### src/rtl/spiCmdPkg.sv
package spiCmdPkg;

  // Strobes from the control to the datapath, one cycle wide each.
  typedef struct packed {
    logic sampleBit;  // shift the synchronized data input into the receive register
    logic shiftTx;    // advance the transmit register by one bit
    logic loadTx;     // load the transmit register from the register read port
  } dpCtrl_t;

  // Index of each pin inside the synchronizer bundle.
  localparam int SYNC_SCLK = 0;
  localparam int SYNC_SS   = 1;
  localparam int SYNC_MOSI = 2;
  localparam int SYNC_N    = 3;

endpackage

### src/rtl/spiCmdDatapath.sv
module spiCmdDatapath
  import spiCmdPkg::*;
#(
  parameter int DATA_W      = 8,
  parameter int SYNC_STAGES = 2
) (
  input  logic              clk,
  input  logic              rstN,
  input  logic              sclkPin,
  input  logic              ssNPin,
  input  logic              mosiPin,
  input  dpCtrl_t           ctrl,
  input  logic [DATA_W-1:0] rdData,
  output logic              sclkRise,
  output logic              sclkFall,
  output logic              ssActive,
  output logic              ssRise,
  output logic              ssFall,
  output logic [DATA_W-1:0] rxByteNext,
  output logic              txMsb
);

  // Idle levels: SCLK low, select high, data low.
  localparam logic [SYNC_N-1:0] IDLE_VEC = SYNC_N'(1) << SYNC_SS;

  logic [SYNC_N-1:0] rawIn;
  logic [SYNC_N-1:0] syncQ [SYNC_STAGES];
  logic [SYNC_N-1:0] syncOut;
  logic              sclkPrev, ssPrev;
  logic [DATA_W-1:0] rxShift, txShift;

  assign rawIn[SYNC_SCLK] = sclkPin;
  assign rawIn[SYNC_SS]   = ssNPin;
  assign rawIn[SYNC_MOSI] = mosiPin;

  for (genvar st = 0; st < SYNC_STAGES; st++) begin : g_sync
    if (st == 0) begin : g_first
      always_ff @(posedge clk or negedge rstN)
        if (!rstN) syncQ[st] <= IDLE_VEC;
        else       syncQ[st] <= rawIn;
    end else begin : g_next
      always_ff @(posedge clk or negedge rstN)
        if (!rstN) syncQ[st] <= IDLE_VEC;
        else       syncQ[st] <= syncQ[st-1];
    end
  end

  assign syncOut = syncQ[SYNC_STAGES-1];

  always_ff @(posedge clk or negedge rstN)
    if (!rstN) begin
      sclkPrev <= 1'b0;
      ssPrev   <= 1'b1;
    end else begin
      sclkPrev <= syncOut[SYNC_SCLK];
      ssPrev   <= syncOut[SYNC_SS];
    end

  assign sclkRise = syncOut[SYNC_SCLK] & ~sclkPrev;
  assign sclkFall = ~syncOut[SYNC_SCLK] & sclkPrev;
  assign ssActive = ~syncOut[SYNC_SS];
  assign ssRise   = syncOut[SYNC_SS] & ~ssPrev;
  assign ssFall   = ~syncOut[SYNC_SS] & ssPrev;

  assign rxByteNext = {rxShift[DATA_W-2:0], syncOut[SYNC_MOSI]};
  assign txMsb      = txShift[DATA_W-1];

  always_ff @(posedge clk or negedge rstN)
    if (!rstN) begin
      rxShift <= '0;
      txShift <= '0;
    end else begin
      if (ctrl.sampleBit) rxShift <= rxByteNext;
      if (ctrl.loadTx)       txShift <= rdData;
      else if (ctrl.shiftTx) txShift <= {txShift[DATA_W-2:0], 1'b0};
    end

endmodule

### src/rtl/spiCmdControl.sv
module spiCmdControl
  import spiCmdPkg::*;
#(
  parameter int          DATA_W     = 8,
  parameter int unsigned SET3W_CODE = 'h7E
) (
  input  logic              clk,
  input  logic              rstN,
  input  logic              sclkRise,
  input  logic              sclkFall,
  input  logic              ssActive,
  input  logic              ssRise,
  input  logic              ssFall,
  input  logic [DATA_W-1:0] rxByteNext,
  input  logic              txMsb,
  output dpCtrl_t           ctrl,
  output logic              cmdValid,
  output logic              cmdRead,
  output logic [DATA_W-2:0] cmdCode,
  output logic              dataValid,
  output logic [DATA_W-1:0] dataByte,
  output logic              xferEnd,
  output logic              threeWire,
  output logic              misoOe,
  output logic              mosiOe,
  output logic              txBit
);

  localparam int                CNT_W   = $clog2(DATA_W);
  localparam logic [CNT_W-1:0]  LAST_BIT = CNT_W'(DATA_W - 1);
  localparam logic [DATA_W-2:0] SET3W_L  = SET3W_CODE[DATA_W-2:0];

  logic [CNT_W-1:0]  bitCnt;
  logic              inData;
  logic [DATA_W-1:0] cmdReg;
  logic              byteDone, readPhase;

  assign byteDone  = sclkRise & ssActive & (bitCnt == LAST_BIT);
  assign readPhase = inData & cmdReg[DATA_W-1];

  always_comb begin
    ctrl.sampleBit = sclkRise & ssActive;
    ctrl.shiftTx   = sclkFall & ssActive & (bitCnt != '0);
    ctrl.loadTx    = byteDone & (inData ? cmdReg[DATA_W-1] : rxByteNext[DATA_W-1]);
  end

  always_ff @(posedge clk or negedge rstN)
    if (!rstN) begin
      bitCnt    <= '0;
      inData    <= 1'b0;
      cmdReg    <= '0;
      cmdValid  <= 1'b0;
      dataValid <= 1'b0;
      dataByte  <= '0;
      xferEnd   <= 1'b0;
      threeWire <= 1'b0;
    end else begin
      cmdValid  <= 1'b0;
      dataValid <= 1'b0;
      xferEnd   <= ssRise & inData;
      if (ssFall || !ssActive) begin
        bitCnt <= '0;
        inData <= 1'b0;
      end else if (ctrl.sampleBit) begin
        bitCnt <= byteDone ? '0 : bitCnt + 1'b1;
        if (byteDone) begin
          if (!inData) begin
            cmdReg   <= rxByteNext;
            cmdValid <= 1'b1;
            inData   <= 1'b1;
            if (!rxByteNext[DATA_W-1] && rxByteNext[DATA_W-2:0] == SET3W_L)
              threeWire <= 1'b1;
          end else if (!cmdReg[DATA_W-1]) begin
            dataValid <= 1'b1;
            dataByte  <= rxByteNext;
          end
        end
      end
    end

  assign cmdRead = cmdReg[DATA_W-1];
  assign cmdCode = cmdReg[DATA_W-2:0];
  assign misoOe  = ssActive & ~threeWire;
  assign mosiOe  = ssActive & threeWire & readPhase;
  assign txBit   = txMsb & readPhase;

endmodule

### src/rtl/spiCmdPort.sv
module spiCmdPort
  import spiCmdPkg::*;
#(
  parameter int          DATA_W      = 8,
  parameter int          SYNC_STAGES = 2,
  parameter int unsigned SET3W_CODE  = 'h7E
) (
  input  logic              clk,
  input  logic              rstN,
  input  logic              ssN,
  input  logic              sclk,
  input  logic              mosiIn,
  output logic              mosiOut,
  output logic              mosiOe,
  output logic              misoOut,
  output logic              misoOe,
  input  logic [DATA_W-1:0] rdData,
  output logic              rdTake,
  output logic              cmdValid,
  output logic              cmdRead,
  output logic [DATA_W-2:0] cmdCode,
  output logic              dataValid,
  output logic [DATA_W-1:0] dataByte,
  output logic              xferEnd,
  output logic              threeWire
);

  dpCtrl_t           ctrl;
  logic              sclkRise, sclkFall, ssActive, ssRise, ssFall, txMsb, txBit;
  logic [DATA_W-1:0] rxByteNext;

  spiCmdDatapath #(.DATA_W(DATA_W), .SYNC_STAGES(SYNC_STAGES)) i_dp (
    .clk(clk), .rstN(rstN), .sclkPin(sclk), .ssNPin(ssN), .mosiPin(mosiIn),
    .ctrl(ctrl), .rdData(rdData), .sclkRise(sclkRise), .sclkFall(sclkFall),
    .ssActive(ssActive), .ssRise(ssRise), .ssFall(ssFall),
    .rxByteNext(rxByteNext), .txMsb(txMsb)
  );

  spiCmdControl #(.DATA_W(DATA_W), .SET3W_CODE(SET3W_CODE)) i_ctl (
    .clk(clk), .rstN(rstN), .sclkRise(sclkRise), .sclkFall(sclkFall),
    .ssActive(ssActive), .ssRise(ssRise), .ssFall(ssFall),
    .rxByteNext(rxByteNext), .txMsb(txMsb), .ctrl(ctrl),
    .cmdValid(cmdValid), .cmdRead(cmdRead), .cmdCode(cmdCode),
    .dataValid(dataValid), .dataByte(dataByte), .xferEnd(xferEnd),
    .threeWire(threeWire), .misoOe(misoOe), .mosiOe(mosiOe), .txBit(txBit)
  );

  assign rdTake  = ctrl.loadTx;
  assign misoOut = txBit;
  assign mosiOut = txBit;

endmodule

### config.mk
export PLATFORM = sky130hd
export DESIGN_NAME = spiCmdPort
export DESIGN_NICKNAME = d
export VERILOG_FILES = /design/src/rtl/spiCmdPkg.sv /design/src/rtl/spiCmdDatapath.sv /design/src/rtl/spiCmdControl.sv /design/src/rtl/spiCmdPort.sv
export SDC_FILE = /design/constraint.sdc
export NUM_CORES = 1
export LEC_CHECK = 0
export ABC_CLOCK_PERIOD_IN_PS = 2650
export BUFFER_PORTS_ARGS = -buffer_cell sky130_fd_sc_hd__buf_2
export CAP_MARGIN = 5
export CORE_UTILIZATION = 54
export CTS_CLUSTER_DIAMETER = 40
export DETAILED_ROUTE_END_ITERATION = 10
export GPL_ROUTABILITY_DRIVEN = 0
export PLACE_DENSITY_LB_ADDON = 0.15
export SETUP_SLACK_MARGIN = 0.1
export SYNTH_ARGS = -nofsm -noshare
export SYNTH_HDL_FRONTEND = slang
export SYNTH_SLANG_ARGS = --single-unit
export TNS_END_PERCENT = 50
### constraint.sdc
create_clock -name clk -period 2.65 [get_ports clk]
set_clock_uncertainty 0.15 [all_clocks]
set_input_delay 0.53 -clock clk [delete_from_list [all_inputs] [get_ports clk]]
set_output_delay 0.53 -clock clk [all_outputs]
set_load 0.02 [all_outputs]
# Word level (Yosys, flattened, before mapping)
# Index checks and enable logic that the tools add are counted.
# classes
eq_ne,2
n_mux,18
bitwise,23
addsub,1
reduce_logical,11
# ops
op,n
8-bit 2-to-1 mux,2
1-bit AND,15
1-bit 2-to-1 mux,13
5-bit AND reduction,2
3-bit 2-to-1 mux,3
1-bit inverter,8
7-bit == test (second input constant),1
2-bit nonzero test,3
4-bit AND reduction,1
3-bit by 1-bit adder with 3-bit output (second input constant),1
3-bit == test (second input constant),1
3-bit nonzero test,1
2-bit AND reduction,1
1-bit logical AND,1
1-bit zero test,1
1-bit logical OR,1
# word_totals
regBits,47
elab_cells,69

# Logic depth before layout (Yosys ltp)
# depth
word_depth,7
ltp_mapped,7
ltp_nobuf,5

# Hierarchy
# A second synthesis with hierarchy kept.
# hier_totals
cells_unflattened,138
area_unflattened_um2,1939.4
# by_module_without_submodules
mod,area_each_um2,seq_area_each_um2,n_inst,cells_per_inst
spiCmdControl,1033.5,600.6,1,74
spiCmdDatapath,898.4,579.3,1,63
spiCmdPort,7.5,0.0,1,1

# Least setup slack after synthesis
# Ideal clock, no wire load.
# synth_path
path_kind,register to output
from,register i_ctl.bitCnt[0]
to,output port rdTake
slack_ps,452
arrival_time_ps,1518
n_path_buf,2
path_stages_with_launch,8
required_time_ps,1970
cell_sequence,dfrtp_1 -> ha_1 -> ha_1 -> nand4bb_1 -> buf_2 -> or2_2 -> buf_2 -> inv_1
# synth_via
elab_chain_len,3
# synth_lines
element,line_no,rtl
from (decl),spiCmdControl.sv:33,logic [CNT_W-1:0] bitCnt;
from (signal assigned),spiCmdControl.sv:65,bitCnt <= byteDone ? '0 : bitCnt + 1'b1;
3-bit == test,spiCmdControl.sv:38,assign byteDone = sclkRise & ssActive & (bitCnt == LAST_BIT);
1-bit AND,spiCmdControl.sv:38,
1-bit AND,spiCmdControl.sv:44,ctrl.loadTx = byteDone & (inData ? cmdReg[DATA_W-1] : rxByteNext[DATA_W-1]);
to (decl),spiCmdPort.sv:18,"output logic rdTake,"
# No other way between the ends.

# Worst setup path after layout
# Ends and elaborated chain as after synthesis.

==> flow_summary.json <==
{
  "clockBufferDepth": 2,
  "yosys_warnings": 0,
  "die_w_microns": 62.9,
  "p_total_mw": 1.57,
  "overflow": 0,
  "clk_pin_slew_worst_paths_ns": 0.09,
  "period_share_pct": 91.4,
  "row_count": 21,
  "multi_input_area_sq_um": 744,
  "period_needed_ns": 2.42,
  "core_area_sq_um": 3440,
  "cts_buffers": 5,
  "clk_latency_ns": 0.30,
  "cp-end-kind": "primary output",
  "cts.sinks": 47,
  "drt-wirelength-per-cell_microns": 14.4,
  "maxSlewViolCount": 0,
  "grt_usage_pct": 20.6,
  "start_util_pct": 58.1,
  "regArea_sq_um": 1180,
  "reg2reg_slack_ns": 0.40,
  "arrival_ns": 1.74,
  "hold_viol": 0,
  "stdcell_count": 235,
  "root_buffer": "clkbuf_8",
  "yosysUniqueCellTypes": 29,
  "whs_ns": 0.169,
  "async_flop_share_pct": 100,
  "vias_per_cell": 5.49,
  "powerDensity_nw_per_um2": 665,
  "ir_drop_v": 0.000478,
  "power.leakage_nw": 1.18,
  "remaining_drc_errors": 0,
  "max-slew-margin-rel_pct": 42.4,
  "status": "complete, no violations",
  "drive_gt1_share_pct": 45.0,
  "synth_top_area_share_pct": 55.0,
  "critPathKind": "reg2out",
  "crit_path_start_kind": "register",
  "dr.first_iter.drc_count": 78,
  "critPathMaxFanout": 9,
  "max-cap-violations": 0,
  "grt_first_pass_wirelength_microns": 6200,
  "io_pins": 38,
  "ant_nets": 0,
  "die_y_microns": 62.9,
  "n_fill_cell": 250,
  "ys_seq_area_share_pct": 59.0,
  "antenna_cells": 0,
  "dp.cells": 226,
  "min_path_type": "in2reg",
  "fmax_ghz": 0.413,
  "ys_top_cells_by_area": "dfrtp_1, mux2_2, mux2_4",
  "synth_top_cell_by_area": "dfrtp_1",
  "setup_tns_ns": 0,
  "cts-htree-levels": 2,
  "syn-cell-area_sq_um": 2000,
  "antenna_found_initial": 0,
  "die_area_sq_um": 3950,
  "setup_viol": 0,
  "synth_seq_cells": 47,
  "rsz0062_at_grt": "no",
  "synth_edf_count": 0,
  "crit_required_ns": 1.97,
  "synth_area_per_cell_sq_um": 13.5,
  "grt_max_degree": 27,
  "synth_flop_cell": "dfrtp_1",
  "tritoncts": "built",
  "drt-total-wl_microns": 3400,
  "syn_inst": 148,
  "syn_nets": 164,
  "tightestPinTransition_ns": 0.862,
  "drt_pass1_iterations": 4,
  "hpwl_microns": 2440,
  "vias": 1289,
  "final_nets": 204,
  "first_global_vias": 1294,
  "io_buffers": 37,
  "area_delta_synth_final_pct": 17.8
}
==> through the flow <==
stage	util, %	area, sq um	setup slack (ns)
after floorplan	-	2000	0.452
after global routing	68.4	2360	0.121
final	68.4	2360	0.228
after detailed placement	64.7	2230	0.407
after global placement	64.7	2230	0.473
after CTS	68.4	2350	0.124
==> timing repair <==
action / 4_1_cts / 5_1_grt
endpoints found under the hold margin: 8 / 0
setup endpoints to repair: 0 / 1
setup buffers: 0 / 0
hold buffers: 1 / 0
gates resized for setup: 0 / 1
==> synthesized netlist by cell type, types with 2 or more instances <==
master    instances
nor2_1            3
o31ai_1           8
nand2b_1          2
ha_1              3
inv_1             7
dfrtp_1          44
mux2_2           16
a31oi_1           7
or4_1             2
clkbuf_1          5
nor3_1            9
nor3b_1           2
nand3b_1          3
buf_2             3
or4b_2            7
nor2b_1           2
nand4b_1          2
mux2_4            8
mux2i_1           3
dfstp_2           3
==> critical path: stages (launching register included) <==
cell and delay, ns:
dfrtp_1 0.39, ha_1 0.16, ha_1 0.19, nand4bb_1 0.16, or2_4 0.33, inv_1 0.06
buf_2 0.15
==> sequential cells by signal (all words and copies together), names as in the netlist <==
register         cells
i_ctl.bitCnt         3
i_ctl.cmdReg         8
i_ctl.cmdValid       1
i_ctl.dataByte       8
i_ctl.dataValid      1
i_ctl.inData         1
i_ctl.threeWire      1
i_ctl.xferEnd        1
i_dp.rxShift         7
i_dp.sclkPrev        1
i_dp.ssPrev          1
i_dp.syncOut         3
i_dp.syncQ           3
i_dp.txShift         8
==> per-layer routing <==
layer  GRT usage [%]  vias up  part of all wire, %
li1                -      620                    -
met1            27.9      627                   47
met2            30.4       35                   47
met3            6.20        7                  4.1
met4            9.59        0                  2.4
met5               0        -                    0
==> cell families after synthesis <==
| logic type | share of synthesized area, % |
|---|---|
| flip-flops | 59.0 |
| AND/OR/NAND/NOR | 12.4 |
| multiplexers | 16.5 |
| AO/OA/AOI/OAI | 6.25 |
| buffers and inverters | 3.94 |
| adder cells (fa/ha/maj) | 1.88 |
==> report_power, final <==
| group | switching [mW] | leakage [nW] | internal (mW) | total, mW |
|---|---|---|---|---|
| logic | 0.0714 | 0.515 | 0.0939 | 0.165 |
| clock network | 0.241 | 0.0548 | 0.284 | 0.525 |
| registers | 0.0793 | 0.609 | 0.797 | 0.877 |
==> final cells by class <==
| type | count | share of cell area, % |
|---|---|---|
| Tap cell | 46 | 2.44 |
| Multi-Input combinational cell | 84 | 31.6 |
| Sequential cell | 47 | 50.1 |
| Inverter | 7 | 1.12 |
| Clock inverter | 3 | 1.96 |
| Timing Repair Buffer | 43 | 9.88 |
| Clock buffer | 5 | 2.92 |
==> cell usage in the layout (no fill, tap or decap) <==
| cell | instances |
|---|---|
| clkinvlp_4 | 1 |
| nor2b_1 | 2 |
| or4b_2 | 7 |
| nor3_1 | 9 |
| nor2_1 | 3 |
| dfstp_2 | 3 |
| nand3b_1 | 3 |
| or4_1 | 2 |
| buf_2 | 37 |
| mux2i_1 | 3 |
| clkbuf_8 | 5 |
| o31ai_1 | 8 |
| o31a_1 | 1 |
| dfrtp_1 | 44 |
| and3_1 | 1 |
| ha_1 | 3 |
| buf_4 | 5 |
| nand2b_1 | 2 |
| nand4b_1 | 2 |
| a31oi_1 | 7 |
| bufinv_16 | 1 |
| a211oi_1 | 1 |
| inv_1 | 7 |
| a21oi_1 | 1 |
| inv_6 | 1 |
| mux2_4 | 8 |
| mux2_2 | 16 |
| nand4bb_1 | 1 |
| nor3b_1 | 2 |
| dlygate4sd3_1 | 1 |
| or2_4 | 1 |
| nand2_1 | 1 |
==> worst paths after layout <==
kind	start	end	cells after the start
max in group asynchronous	rstN	i_dp.syncQ[4]	3
max reg2reg	i_ctl.bitCnt[0]	i_ctl.dataByte[4]	5
min reg2reg	i_dp.syncQ[4]	i_dp.syncOut[1]	0
min	ssN	i_dp.syncQ[4]	1
min in group asynchronous	rstN	i_dp.txShift[6]	2
max	i_ctl.bitCnt[0]	rdTake	6
Note: power is estimated with default switching activity, not from simulation.
